`src/rtl/adpcm_ctrl_pkg.sv`:
```
package adpcm_ctrl_pkg;
  typedef enum logic [1:0] {ST_IDLE, ST_LAUNCH, ST_UPD, ST_RES} op_state_t;

  typedef struct packed {
    logic       alaw;
    logic       invert;
    logic [2:0] wsize;
  } law_cfg_t;

  localparam int unsigned MIN_WSIZE = 2;
endpackage

```
`src/rtl/codec_cfg_resolve.sv`:
```
module codec_cfg_resolve
  import adpcm_ctrl_pkg::*;
#(
  parameter int unsigned CFG_W = 8
) (
  input  logic             duplex,
  input  logic             is_encode,
  input  logic [CFG_W-1:0] cfg,
  output law_cfg_t         res
);
  localparam int unsigned HALF = CFG_W / 2;

  logic [HALF-1:0] field;

  // Upper nibble only for duplex encodes; all else uses the lower nibble.
  always_comb begin
    if (duplex && is_encode) field = cfg[CFG_W-1:HALF];
    else                     field = cfg[HALF-1:0];
    res.alaw   = field[HALF-1];
    res.invert = field[HALF-2];
    res.wsize  = 3'(field[1:0]) + 3'(MIN_WSIZE);
  end
endmodule

```
`src/rtl/codec_op_fsm.sv`:
```
module codec_op_fsm
  import adpcm_ctrl_pkg::*;
(
  input  logic clk,
  input  logic rst_n,
  input  logic accept,
  input  logic is_encode,
  input  logic upd_done,
  input  logic res_valid,
  output logic busy,
  output logic eng_start,
  output logic enc_flag,
  output logic dec_flag,
  output logic finish
);
  op_state_t state_q;
  logic      op_enc_q;

  assign busy      = (state_q != ST_IDLE);
  assign eng_start = (state_q == ST_LAUNCH);
  assign finish    = (state_q == ST_RES) && res_valid;

  always_ff @(posedge clk or negedge rst_n) begin
    if (!rst_n) begin
      state_q  <= ST_IDLE;
      op_enc_q <= 1'b0;
      enc_flag <= 1'b1;
      dec_flag <= 1'b1;
    end else begin
      unique case (state_q)
        ST_IDLE: if (accept) begin
          state_q  <= ST_LAUNCH;
          op_enc_q <= is_encode;
          if (is_encode) enc_flag <= 1'b0;
          else           dec_flag <= 1'b0;
        end
        ST_LAUNCH: state_q <= ST_UPD;
        ST_UPD:    if (upd_done) state_q <= ST_RES;
        ST_RES: if (res_valid) begin
          state_q <= ST_IDLE;
          if (op_enc_q) enc_flag <= 1'b1;
          else          dec_flag <= 1'b1;
        end
        default: state_q <= ST_IDLE;
      endcase
    end
  end


  property eng_start_single_p;
    @(posedge clk) disable iff (!rst_n) eng_start |=> !eng_start;
  endproperty
  eng_start_single_chk: assert property (eng_start_single_p);


  property flag_needs_busy_p;
    @(posedge clk) disable iff (!rst_n) (!enc_flag || !dec_flag) |-> busy;
  endproperty
  flag_needs_busy_chk: assert property (flag_needs_busy_p);


  property one_flag_low_p;
    @(posedge clk) disable iff (!rst_n) !(!enc_flag && !dec_flag);
  endproperty
  one_flag_low_chk: assert property (one_flag_low_p);


  property finish_releases_p;
    @(posedge clk) disable iff (!rst_n) finish |=> (!busy && enc_flag && dec_flag);
  endproperty
  finish_releases_chk: assert property (finish_releases_p);
endmodule

```
`src/rtl/codec_out_fmt.sv`:
```
module codec_out_fmt #(
  parameter int unsigned CODE_W = 5
) (
  input  logic [CODE_W-1:0] raw_code,
  input  logic [2:0]        wsize,
  output logic [CODE_W-1:0] code
);
  logic [CODE_W-1:0] keep;

  for (genvar i = 0; i < CODE_W; i++) begin : g_mask
    assign keep[i] = (32'(i) < 32'(wsize));
  end

  assign code = raw_code & keep;
endmodule

```
`src/rtl/adpcm_req_ctrl.sv`:
```
module adpcm_req_ctrl
  import adpcm_ctrl_pkg::*;
#(
  parameter int unsigned CHAN_W = 8,
  parameter int unsigned PCM_W  = 8,
  parameter int unsigned CODE_W = 5,
  parameter int unsigned CFG_W  = 8
) (
  input  logic              clk,
  input  logic              rst_n,
  input  logic              duplex_mode,
  input  logic [CFG_W-1:0]  cfg_word,
  input  logic              req_start,
  input  logic              req_encode,
  input  logic [CHAN_W-1:0] req_chan,
  input  logic              req_std726,
  input  logic [PCM_W-1:0]  req_pcm,
  input  logic [CODE_W-1:0] req_code,
  output logic              busy,
  output logic              err_pulse,
  output logic              enc_flag,
  output logic              dec_flag,
  output logic              eng_start,
  output logic              eng_encode,
  output logic [CHAN_W-1:0] eng_chan,
  output logic              eng_std726,
  output logic              eng_alaw,
  output logic              eng_invert,
  output logic [2:0]        eng_wsize,
  output logic [PCM_W-1:0]  eng_pcm,
  output logic [CODE_W-1:0] eng_code,
  input  logic              eng_upd_done,
  input  logic              eng_res_valid,
  input  logic [PCM_W-1:0]  eng_res_data,
  output logic              out_valid,
  output logic              out_encode,
  output logic [CHAN_W-1:0] out_chan,
  output logic [CODE_W-1:0] out_code,
  output logic [PCM_W-1:0]  out_pcm
);
  localparam int unsigned HALF_BIT = CHAN_W - 1;

  logic      try_take, half_bad, accept, finish;
  law_cfg_t  cfg_res, cfg_q;
  logic [CODE_W-1:0] fmt_code;

  assign try_take = req_start && !busy;
  // encode-only half has top channel bit 0
  assign half_bad = duplex_mode && (req_encode == req_chan[HALF_BIT]);
  assign accept   = try_take && !half_bad;

  codec_cfg_resolve #(.CFG_W(CFG_W)) u_resolve (
    .duplex    (duplex_mode),
    .is_encode (req_encode),
    .cfg       (cfg_word),
    .res       (cfg_res)
  );

  codec_op_fsm u_fsm (
    .clk       (clk),
    .rst_n     (rst_n),
    .accept    (accept),
    .is_encode (req_encode),
    .upd_done  (eng_upd_done),
    .res_valid (eng_res_valid),
    .busy      (busy),
    .eng_start (eng_start),
    .enc_flag  (enc_flag),
    .dec_flag  (dec_flag),
    .finish    (finish)
  );

  codec_out_fmt #(.CODE_W(CODE_W)) u_fmt (
    .raw_code (eng_res_data[CODE_W-1:0]),
    .wsize    (cfg_q.wsize),
    .code     (fmt_code)
  );

  assign eng_alaw   = cfg_q.alaw;
  assign eng_invert = cfg_q.invert;
  assign eng_wsize  = cfg_q.wsize;

  always_ff @(posedge clk or negedge rst_n) begin
    if (!rst_n) begin
      err_pulse  <= 1'b0;
      eng_encode <= 1'b0;
      eng_chan   <= '0;
      eng_std726 <= 1'b0;
      eng_pcm    <= '0;
      eng_code   <= '0;
      cfg_q      <= '{alaw: 1'b0, invert: 1'b0, wsize: 3'(MIN_WSIZE)};
    end else begin
      err_pulse <= try_take && half_bad;
      if (accept) begin
        eng_encode <= req_encode;
        eng_chan   <= req_chan;
        eng_std726 <= req_std726;
        eng_pcm    <= req_pcm;
        eng_code   <= req_code;
        cfg_q      <= cfg_res;
      end
    end
  end

  always_ff @(posedge clk or negedge rst_n) begin
    if (!rst_n) begin
      out_valid  <= 1'b0;
      out_encode <= 1'b0;
      out_chan   <= '0;
      out_code   <= '0;
      out_pcm    <= '0;
    end else begin
      out_valid <= finish;
      if (finish) begin
        out_encode <= eng_encode;
        out_chan   <= eng_chan;
        out_code   <= eng_encode ? fmt_code : '0;
        out_pcm    <= eng_encode ? '0 : eng_res_data;
      end
    end
  end


  property hold_while_busy_p;
    @(posedge clk) disable iff (!rst_n)
      (busy && $past(busy)) |-> ($stable(eng_chan) && $stable(eng_encode) && $stable(cfg_q));
  endproperty
  hold_while_busy_chk: assert property (hold_while_busy_p);


  property err_keeps_idle_p;
    @(posedge clk) disable iff (!rst_n) err_pulse |-> (!busy && enc_flag && dec_flag);
  endproperty
  err_keeps_idle_chk: assert property (err_keeps_idle_p);


  property err_single_p;
    @(posedge clk) disable iff (!rst_n) (err_pulse && !req_start) |=> !err_pulse;
  endproperty
  err_single_chk: assert property (err_single_p);


  property code_masked_p;
    @(posedge clk) disable iff (!rst_n)
      (out_valid && out_encode) |-> ((out_code >> cfg_q.wsize) == '0);
  endproperty
  code_masked_chk: assert property (code_masked_p);
endmodule

```
`config.mk`:
```
export PLATFORM = sky130hd
export DESIGN_NAME = adpcm_req_ctrl
export DESIGN_NICKNAME = d
export VERILOG_FILES = /design/src/rtl/adpcm_ctrl_pkg.sv /design/src/rtl/codec_cfg_resolve.sv /design/src/rtl/codec_op_fsm.sv /design/src/rtl/codec_out_fmt.sv /design/src/rtl/adpcm_req_ctrl.sv
export SDC_FILE = /design/constraint.sdc
export NUM_CORES = 1
export LEC_CHECK = 0
export ABC_AREA = 1
export CORE_MARGIN = 5
export CORE_UTILIZATION = 40
export CTS_CLUSTER_DIAMETER = 100
export DETAILED_ROUTE_END_ITERATION = 16
export PLACE_DENSITY_LB_ADDON = 0.05
export SYNTH_ARGS = -nofsm -noshare
export SYNTH_HDL_FRONTEND = slang
export SYNTH_SLANG_ARGS = --single-unit
```
`constraint.sdc`:
```
create_clock -name clk -period 1.6 [get_ports clk]
set_input_delay 0.32 -clock clk [delete_from_list [all_inputs] [get_ports clk]]
set_output_delay 0.32 -clock clk [all_outputs]
set_load 0.05 [all_outputs]
```
== Word-level counts from Yosys, hierarchy flattened ==
Cells that the tools add are included.

* Bitwise gates (word level): 1
* Multiplexer cells: 17
* Reduce and logical (&&, ||, !) cells: 15
* Eq/ne operators: 11
* Order comparisons: 5
* $add $sub $neg: 1

{| class="wikitable"
|+ Operator list
! cell !! number
|-
| $ne A2 B2 Y1 const B || 6
|-
| $reduce_and A5 Y1 || 2
|-
| $mux W1 || 8
|-
| $mux W8 || 1
|-
| $pmux W2 S4 || 1
|-
| $logic_and A1 B1 Y1 || 6
|-
| $lt A1 B3 Y1 const A || 2
|-
| $lt A2 B3 Y1 const A || 2
|-
| $mux W2 || 3
|-
| $and A5 B5 Y5 || 1
|-
| $mux W5 || 1
|-
| $eq A2 B2 Y1 const B || 2
|-
| $mux W4 || 1
|-
| $pmux W1 S2 || 2
|-
| $reduce_bool A2 Y1 || 2
|-
| $add A2 B2 Y3 const B || 1
|-
| $lt A3 B3 Y1 const A || 1
|-
| $reduce_and A3 Y1 || 1
|-
| $eq A2 B1 Y1 const B || 1
|-
| $logic_not A1 Y1 || 2
|-
| $logic_not A2 Y1 || 1
|-
| $ne A2 B1 Y1 const B || 1
|-
| $reduce_and A2 Y1 || 1
|-
| $eq A1 B1 Y1 || 1
|}

* Output and inout port bits: 56
* Register bits: 57
* Input port bits: 45
* Logic and storage cells: 68

== Longest topological paths before layout ==
Gate-level depths: netlist of the first run.

* Depth in word-level cells: 6
* Mapped depth: 10
* Depth with buffers taken out: 9

== Hierarchy ==
From an unflattened synthesis of the first run, not the netlist that was laid out.

* Cell total of the unflattened synthesis: 293
* Area total of the unflattened synthesis: 2553.7 um^2

{| class="wikitable"
|+ Modules (own cells, without submodules)
! module !! times used !! cells an instance !! seq. area each (um^2) !! area an instance (um^2)
|-
| adpcm_req_ctrl || 1 || 210 || 1302.5 || 2018.2
|-
| codec_op_fsm || 1 || 52 || 127.6 || 402.9
|-
| codec_cfg_resolve || 1 || 18 || 0.0 || 76.3
|-
| codec_out_fmt || 1 || 13 || 0.0 || 56.3
|}

== Worst setup path before layout of the first run ==
No wires, ideal clock.

* Path type: flip-flop to flip-flop
* Start point: reg u_fsm.state_q[0]
* End point: reg u_fsm.dec_flag
* Library setup time: 0.076 ns
* Cell stages (with the launch flop): 9
* Arrival: 1.521 ns
* Period minus slack after synthesis: 1.597 ns
* Path buffers: 0
* Slack: 0.003 ns
* Data required time: 1.524 ns
* Path through: dfrtp_1 -> inv_1 -> ha_1 -> inv_1 -> nand2_1 -> a21boi_0 -> nand3_1 -> nand2_1 -> nand2_1

* Cells in the longest elaborated chain, start to end: 6
* Elaborated cells between the ends (all ways): 13
* Classes of those cells: 5 x eq/ne; 1 x mux; 7 x reduce/logical

{| class="wikitable"
|+ RTL lines
! what !! RTL line !! RTL
|-
| from (decl) || codec_op_fsm.sv:16 || <nowiki>op_state_t state_q;</nowiki>
|-
| from (signal assigned) || codec_op_fsm.sv:25 || <nowiki>state_q <= ST_IDLE;</nowiki>
|-
| from (signal assigned) || codec_op_fsm.sv:32 || <nowiki>state_q <= ST_LAUNCH;</nowiki>
|-
| from (signal assigned) || codec_op_fsm.sv:37 || <nowiki>ST_LAUNCH: state_q <= ST_UPD;</nowiki>
|-
| $reduce_bool A2 Y1 || codec_op_fsm.sv:19 || <nowiki>assign busy = (state_q != ST_IDLE);</nowiki>
|-
| net busy || adpcm_req_ctrl.sv:19 || <nowiki>output logic busy,</nowiki>
|-
| $logic_not A1 Y1 || adpcm_req_ctrl.sv:47 || <nowiki>assign try_take = req_start && !busy;</nowiki>
|-
| $logic_and A1 B1 Y1 || adpcm_req_ctrl.sv:47 ||
|-
| $logic_and A1 B1 Y1 || adpcm_req_ctrl.sv:50 || <nowiki>assign accept = try_take && !half_bad;</nowiki>
|-
| $ne A2 B2 Y1 (no line) || - ||
|-
| $reduce_and A5 Y1 (no line) || - ||
|-
| to (signal assigned) || codec_op_fsm.sv:28 || <nowiki>dec_flag <= 1'b1;</nowiki>
|-
| to (signal assigned) || codec_op_fsm.sv:35 || <nowiki>else dec_flag <= 1'b0;</nowiki>
|-
| to (signal assigned) || codec_op_fsm.sv:42 || <nowiki>else dec_flag <= 1'b1;</nowiki>
|-
| to (decl) || codec_op_fsm.sv:13 || <nowiki>output logic dec_flag,</nowiki>
|}

The timed path passes the listed nets, and every way through them passes these cells.
A chain may end at the register's enable or synchronous reset.

== Worst setup path in the final report of the first run ==
* Start point: reg u_fsm.state_q[0]
* End point: out eng_start

* Cells in the longest elaborated chain, start to end: 1

{| class="wikitable"
|+ RTL lines
! what !! RTL line !! RTL
|-
| $eq A2 B1 Y1 || codec_op_fsm.sv:20 || <nowiki>assign eng_start = (state_q == ST_LAUNCH);</nowiki>
|-
| to (decl) || adpcm_req_ctrl.sv:23 || <nowiki>output logic eng_start,</nowiki>
|}

Every way passes these cells.

==> results of run 1 <==
power breakdown:
part / switching [mW] / leakage, nW / total [mW] / internal, mW
registers: 0.457 / 0.718 / 2.58 / 2.12
clock network: 0.574 / 0.0995 / 1.45 / 0.875
logic: 3.41 / 1.11 / 5.19 / 1.78
worst reg2reg max path, stage by stage (launching register included):
cell	delay (ps)
dfrtp_1	390
buf_4	150
ha_1	260
nand2_2	110
buf_6	230
o21ai_0	150
state kept, by name, indices dropped and copies added, names as in the netlist, 2 cells and up:
register,cells
eng_chan,8
eng_code,5
eng_pcm,8
out_pcm,8
out_chan,8
eng_wsize,3
u_fsm.state_q,2
out_code,5
layer usage:
| metal | GRT usage (%) | share of wire (%) |
|---|---|---|
| met5 | 0 | 0 |
| met4 | 7.53 | 1.6 |
| met3 | 4.05 | 7.4 |
| met2 | 25.8 | 45 |
| met1 | 24.0 | 46 |
repair_timing:
action                     4_1_cts  5_1_grt
hold endpoints to repair        54        0
setup buffers                    2        0
hold buffers                     1        0
gates resized for setup          2        4
setup endpoints to repair        1       10
worst max path at each step:
| stage | endpoint | slack (ps) |
|---|---|---|
| finish | eng_start | 80 |
| global route | busy | 10 |
| CTS | eng_start | 30 |
| detailed placement | eng_encode | -60 |
| global placement | eng_pcm[7] | -10 |
| floorplan | u_fsm.dec_flag | 3 |
cell families (layout without fill, tap and decap cells):
logic type | after synthesis | after routing
flops | 57 | 57
fa+ha+maj | 4 | 4
buf+inv | 27 | 149
compound gates | 35 | 35
simple gates | 144 | 144
layout by cell type (no fill, tap or decap), types with 2 or more instances in the layout:
cell,count
nand3_1,5
inv_2,4
clkinvlp_4,2
buf_4,59
nand2_1,125
ha_1,2
clkbuf_1,2
o31ai_1,3
dfstp_2,3
a21oi_1,3
dfrtp_1,54
clkdlybuf4s50_1,43
clkbuf_8,9
buf_12,11
nor2_1,6
o211ai_1,2
nand2_2,2
inv_1,12
bufinv_16,2
nand4_1,3
o21ai_0,24
final cells by class:
type	instances	area (um^2)	area share, %
multi-input combinational	183	838	22.3
sequential	57	1430	38.1
clock buffer	11	131	3.50
clock inverter	5	80.1	2.13
tap	75	93.8	2.50
timing repair buffer	116	1120	29.8
inverter	17	63.8	1.70
==> flow_metrics.py, run 1 <==
metrics = {
    "outcome": {
        "status": "finished clean",
    },
    "yosys": {
        "syn_avg_cell_area_um2": 9.07,
        "yosysTopAreaCellShare_pct": 55.8,
        "synthesis.nets": 316,
        "synth_compound_area_share_pct": 8.17,
        "async_flop_share_pct": 100,
        "ys_ff_latch": 57,
        "syn_inst": 267,
        "synth_most_common_cell": "nand2_1",
        "ys.flop_type": "dfrtp_1",
        "syn_area_mm2": 0.00242,
        "synth_simple_gate_area_share_pct": 23.8,
        "synth_warnings": 0,
        "synth_adder_area_share_pct": 2.07,
        "synth_xor_area_share_pct": 0,
        "synthTopCellsByArea": "dfrtp_1 (56%), nand2_1 (19%), o21ai_0 (5.0%)",
        "synth_edf_count": 0,
        "synth_top_family_by_area": "simple AND/OR/NAND/NOR gates",
        "ys_types": 26,
        "ys_seq_area_share_pct": 59.1,
        "yosysTopAreaCell": "dfrtp_1",
        "muxShareOfSynthArea_pct": 0,
        "netlist_top_cells_count": "nand2_1 (125), dfrtp_1 (54), o21ai_0 (24), inv_1 (14), nor2_1 (6)",
    },
    "critical_path": {
        "start_kind": "register",
        "r2r_cells": 5,
        "critPathTopFamily": "flip-flops",
        "r2r_setup_slack_ps": 170,
        "path_depth": 3,
        "crit_start": "u_fsm.state_q[0]",
        "setup.worst_path.class": "register to output port",
        "r2r_start": "u_fsm.state_q[0]",
        "crit_chain": "buf_4 > ha_2 > buf_12",
        "cpPeakStageDelay_ps": 390,
        "crit_path_end_kind": "output port",
        "crit_arrival_ps": 1200,
        "crit_fanout": 3,
        "critPathSlowestCell": "dfrtp_1",
        "cp_num_buf_inv": 2,
        "reg2reg_to": "out_pcm[2]",
        "required_ps": 1280,
    },
    "global_routing": {
        "grt_overflow": 0,
        "track_usage_pct": 17.2,
        "grt_pass1_vias": 2130,
        "antenna_found_initial": 0,
        "grt_first_pass_wirelength_um": 10300,
        "grt_max_degree": 58,
    },
    "detailed_routing": {
        "drt_wl_total_um": 6080,
        "num_vias": 2113,
        "drtIter0Drc": 76,
        "drtPass1Iterations": 4,
        "drc": 0,
        "viasPerCell": 4.55,
        "wl_per_cell_um": 13.1,
        "antenna_left": 0,
    },
    "placement": {
        "portBuffers": 100,
        "post-place-ws_ps": -55.3,
        "dp_cells": 445,
        "gp_congestion": 0.803,
        "place_area_mm2": 0.00350,
        "dpl.hpwl_um": 4490,
    },
    "cts": {
        "clk_latency_ps": 330,
        "clock_path_buffers": 2,
        "clock_sinks": 57,
        "clk_pin_slew_ps": 60,
        "cts_max_level": 3,
        "cts_inserted_buffers": 9,
        "cts-root-buf": "clkbuf_8",
        "cts_tree": "done",
    },
    "cells_and_area": {
        "instances_no_fill": 464,
        "antenna_cells": 0,
        "syn2layout_area_growth_pct": 55.2,
        "final_nets": 433,
        "nFillCells": 546,
        "drive_gt1_share_pct": 25.7,
        "final_core_util_pct": 63.5,
        "finalInstanceArea_mm2": 0.00376,
    },
    "timing": {
        "fin_crit_sh_pct": 95.1,
        "post-route-min-period_ps": 1520,
        "hold_slack_ps": 482,
        "max_freq_mhz": 657,
        "relSlewSlack_pct": 80.0,
        "rsz0062_at_grt": "no",
        "skew_ps": 4.96,
        "setup_viol": 0,
        "drv_slew": 0,
        "hold_viol_final": 0,
        "setup-tns-final_ps": 0,
        "timing.final.ws_setup_ps": 78.0,
        "worst_pin_slew_ps": 300,
    },
    "min_path": {
        "min_path_type": "register to register",
        "whs_path_depth": 2,
        "hold_end": "u_fsm.dec_flag",
        "hp-start": "u_fsm.dec_flag",
    },
    "power": {
        "power.total_mw": 9.21,
        "p_per_area_mw_per_mm2": 2450,
        "leakagePower_nw": 1.93,
        "ir_drop_uv": 1420,
    },
    "floorplan": {
        "die-area_mm2": 0.00771,
        "io_pins": 101,
        "fp-row-count": 28,
        "core_area_mm2": 0.00592,
        "initial_core_util_pct": 40.9,
        "fp.dieW_um": 87.8,
        "die_h_um": 87.8,
    },
    "run": {
        "cap_violations": 0,
    },
}
Note: power is estimated with default switching activity, not from simulation.
==> inputs of run 2 (changes only) <==
- CORE_UTILIZATION: 40 -> 42
==> run 2 against run 1 <==
  * Via count rose by 1.4%
  * Flip-flop and latch count stayed put
  * Die area shrank 4.2%
  * Routed wire length shrank 2.5%
  * Critical path type unchanged
  * Largest power group unchanged
==> flow_metrics.py, run 2 (synthesis results as in run 1) <==
metrics = {
    "critical_path": {
        "r2r_start": "u_fsm.state_q[1]",
        "crit_arrival_ps": 1230,
        "r2r_cells": 9,
        "r2r_setup_slack_ps": 140,
        "reg2reg_to": "eng_encode",
        "cp-endpoint": "busy",
        "start_kind": "register",
        "required_ps": 1280,
        "crit_fanout": 2,
        "setup.worst_path.class": "register to output port",
        "crit_start": "u_fsm.state_q[1]",
        "crit_path_end_kind": "output port",
    },
    "timing": {
        "relSlewSlack_pct": 73.9,
        "setup_viol": 0,
        "worst_pin_slew_ps": 392,
        "fin_crit_sh_pct": 97.1,
        "skew_ps": 4.30,
        "drv_slew": 0,
        "rsz0062_at_grt": "yes",
        "post-route-min-period_ps": 1550,
        "setup-tns-final_ps": 0,
        "hold_viol_final": 0,
        "max_freq_mhz": 643,
    },
    "cts": {
        "cts_inserted_buffers": 9,
        "cts_max_level": 3,
        "clk_latency_ps": 320,
        "cts-root-buf": "clkbuf_8",
        "clock_sinks": 57,
        "clock_path_buffers": 2,
        "clk_pin_slew_ps": 60,
        "cts_tree": "done",
    },
    "placement": {
        "portBuffers": 100,
        "place_area_mm2": 0.00353,
        "dpl.hpwl_um": 4500,
        "dp_cells": 443,
        "gp_congestion": 0.816,
    },
    "global_routing": {
        "antenna_found_initial": 0,
        "grt_overflow": 0,
        "track_usage_pct": 17.8,
        "grt_first_pass_wirelength_um": 10200,
        "grt_max_degree": 35,
        "grt_pass1_vias": 2155,
    },
    "power": {
        "power.total_mw": 9.22,
        "p_per_area_mw_per_mm2": 2410,
        "leakagePower_nw": 1.96,
        "ir_drop_uv": 1130,
    },
    "cells_and_area": {
        "instances_no_fill": 465,
        "drive_gt1_share_pct": 27.7,
        "final_nets": 438,
        "finalInstanceArea_mm2": 0.00382,
        "mostFrequentLayoutCells": "nand2_1 (124), buf_4 (62), dfrtp_1 (54)",
        "layout_commonest_cell": "nand2_1",
        "syn2layout_area_growth_pct": 57.8,
        "antenna_cells": 0,
        "nFillCells": 467,
    },
    "detailed_routing": {
        "drtPass1Iterations": 4,
        "antenna_left": 0,
        "drtIter0Drc": 85,
        "viasPerCell": 4.61,
        "drc": 0,
        "drt_wl_total_um": 5930,
        "num_vias": 2142,
        "wl_per_cell_um": 12.8,
    },
    "run": {
        "cap_violations": 0,
    },
    "floorplan": {
        "die_h_um": 85.9,
        "fp.dieW_um": 85.9,
        "fp-row-count": 27,
        "io_pins": 101,
        "core_area_mm2": 0.00554,
        "initial_core_util_pct": 43.7,
        "die-area_mm2": 0.00738,
    },
    "outcome": {
        "status": "finished clean",
    },
    "min_path": {
        "min_path_type": "primary input to async pin",
    },
}
==> run 2: per-layer routing <==
| metal | share of wire [%] | vias up | track usage [%] | wire length (um) |
|---|---|---|---|---|
| li1 | - | 1084 | - | - |
| met1 | 45 | 988 | 22.7 | 2660 |
| met2 | 46 | 62 | 27.9 | 2740 |
| met3 | 7.2 | 8 | 5.38 | 424 |
| met4 | 1.8 | 0 | 7.63 | 108 |
| met5 | 0 | - | 0 | 0 |
==> run 2: through the flow <==
stage	worst slack [ps]	hold slack (ps)	util [%]
2_1_floorplan	3.19	24.4	-
3_3_place_gp	-3.31	265	63.7
3_5_place_dp	-71.6	272	63.7
4_1_cts	18.0	441	68.5
5_1_grt	-12.9	487	68.9
6_report	45.6	460	68.9
==> run 2: what timing repair did <==
item,CTS,global route
hold buffers,1,0
hold endpoints to repair,12,0
buffers inserted,5,1
gates resized for setup,6,5
setup endpoints to repair,1,7
pin swaps,1,0
==> run 2: layout make-up <==
| class | count | area (um^2) | area share, % |
|---|---|---|---|
| Clock buffer | 12 | 155 | 4.06 |
| Clock inverter | 3 | 40.0 | 1.05 |
| Inverter | 17 | 63.8 | 1.67 |
| Multi-Input combinational cell | 183 | 858 | 22.5 |
| Sequential cell | 57 | 1430 | 37.4 |
| Tap cell | 72 | 90.1 | 2.36 |
| Timing Repair Buffer | 121 | 1180 | 31.0 |
==> run 2: power by group <==
| part | leakage [nW] | total [mW] | switching, mW | internal [mW] |
|---|---|---|---|---|
| clock | 0.102 | 1.30 | 0.513 | 0.790 |
| combinational | 1.14 | 5.33 | 3.45 | 1.88 |
| sequential | 0.718 | 2.58 | 0.464 | 2.12 |
| total | 1.96 | 9.22 | 4.42 | 4.79 |
==> run 2: how the worst min path moves through the flow <==
stage | startpoint | to | slack [ps] | depth (start not counted)
after CTS | rst_n | eng_chan[1] | 440 | 2
after detailed placement | rst_n | eng_chan[1] | 270 | 1
final | rst_n | eng_chan[1] | 460 | 2
after floorplan | rst_n | eng_alaw | 20 | 0
after global placement | rst_n | eng_chan[1] | 260 | 1
after global routing | rst_n | eng_chan[1] | 490 | 2
==> run 2: critical path, cell delays in order, from the launching register on <==
cell and delay (ps):
dfrtp_1 400, inv_2 90, ha_4 140, inv_2 40, buf_6 110, buf_12 140
==> inputs of run 3 (changes only) <==
- TNS_END_PERCENT: not set -> 100
==> results of run 3 <==
Same layout as run 2: the final DEF is identical, and so are final timing and power.
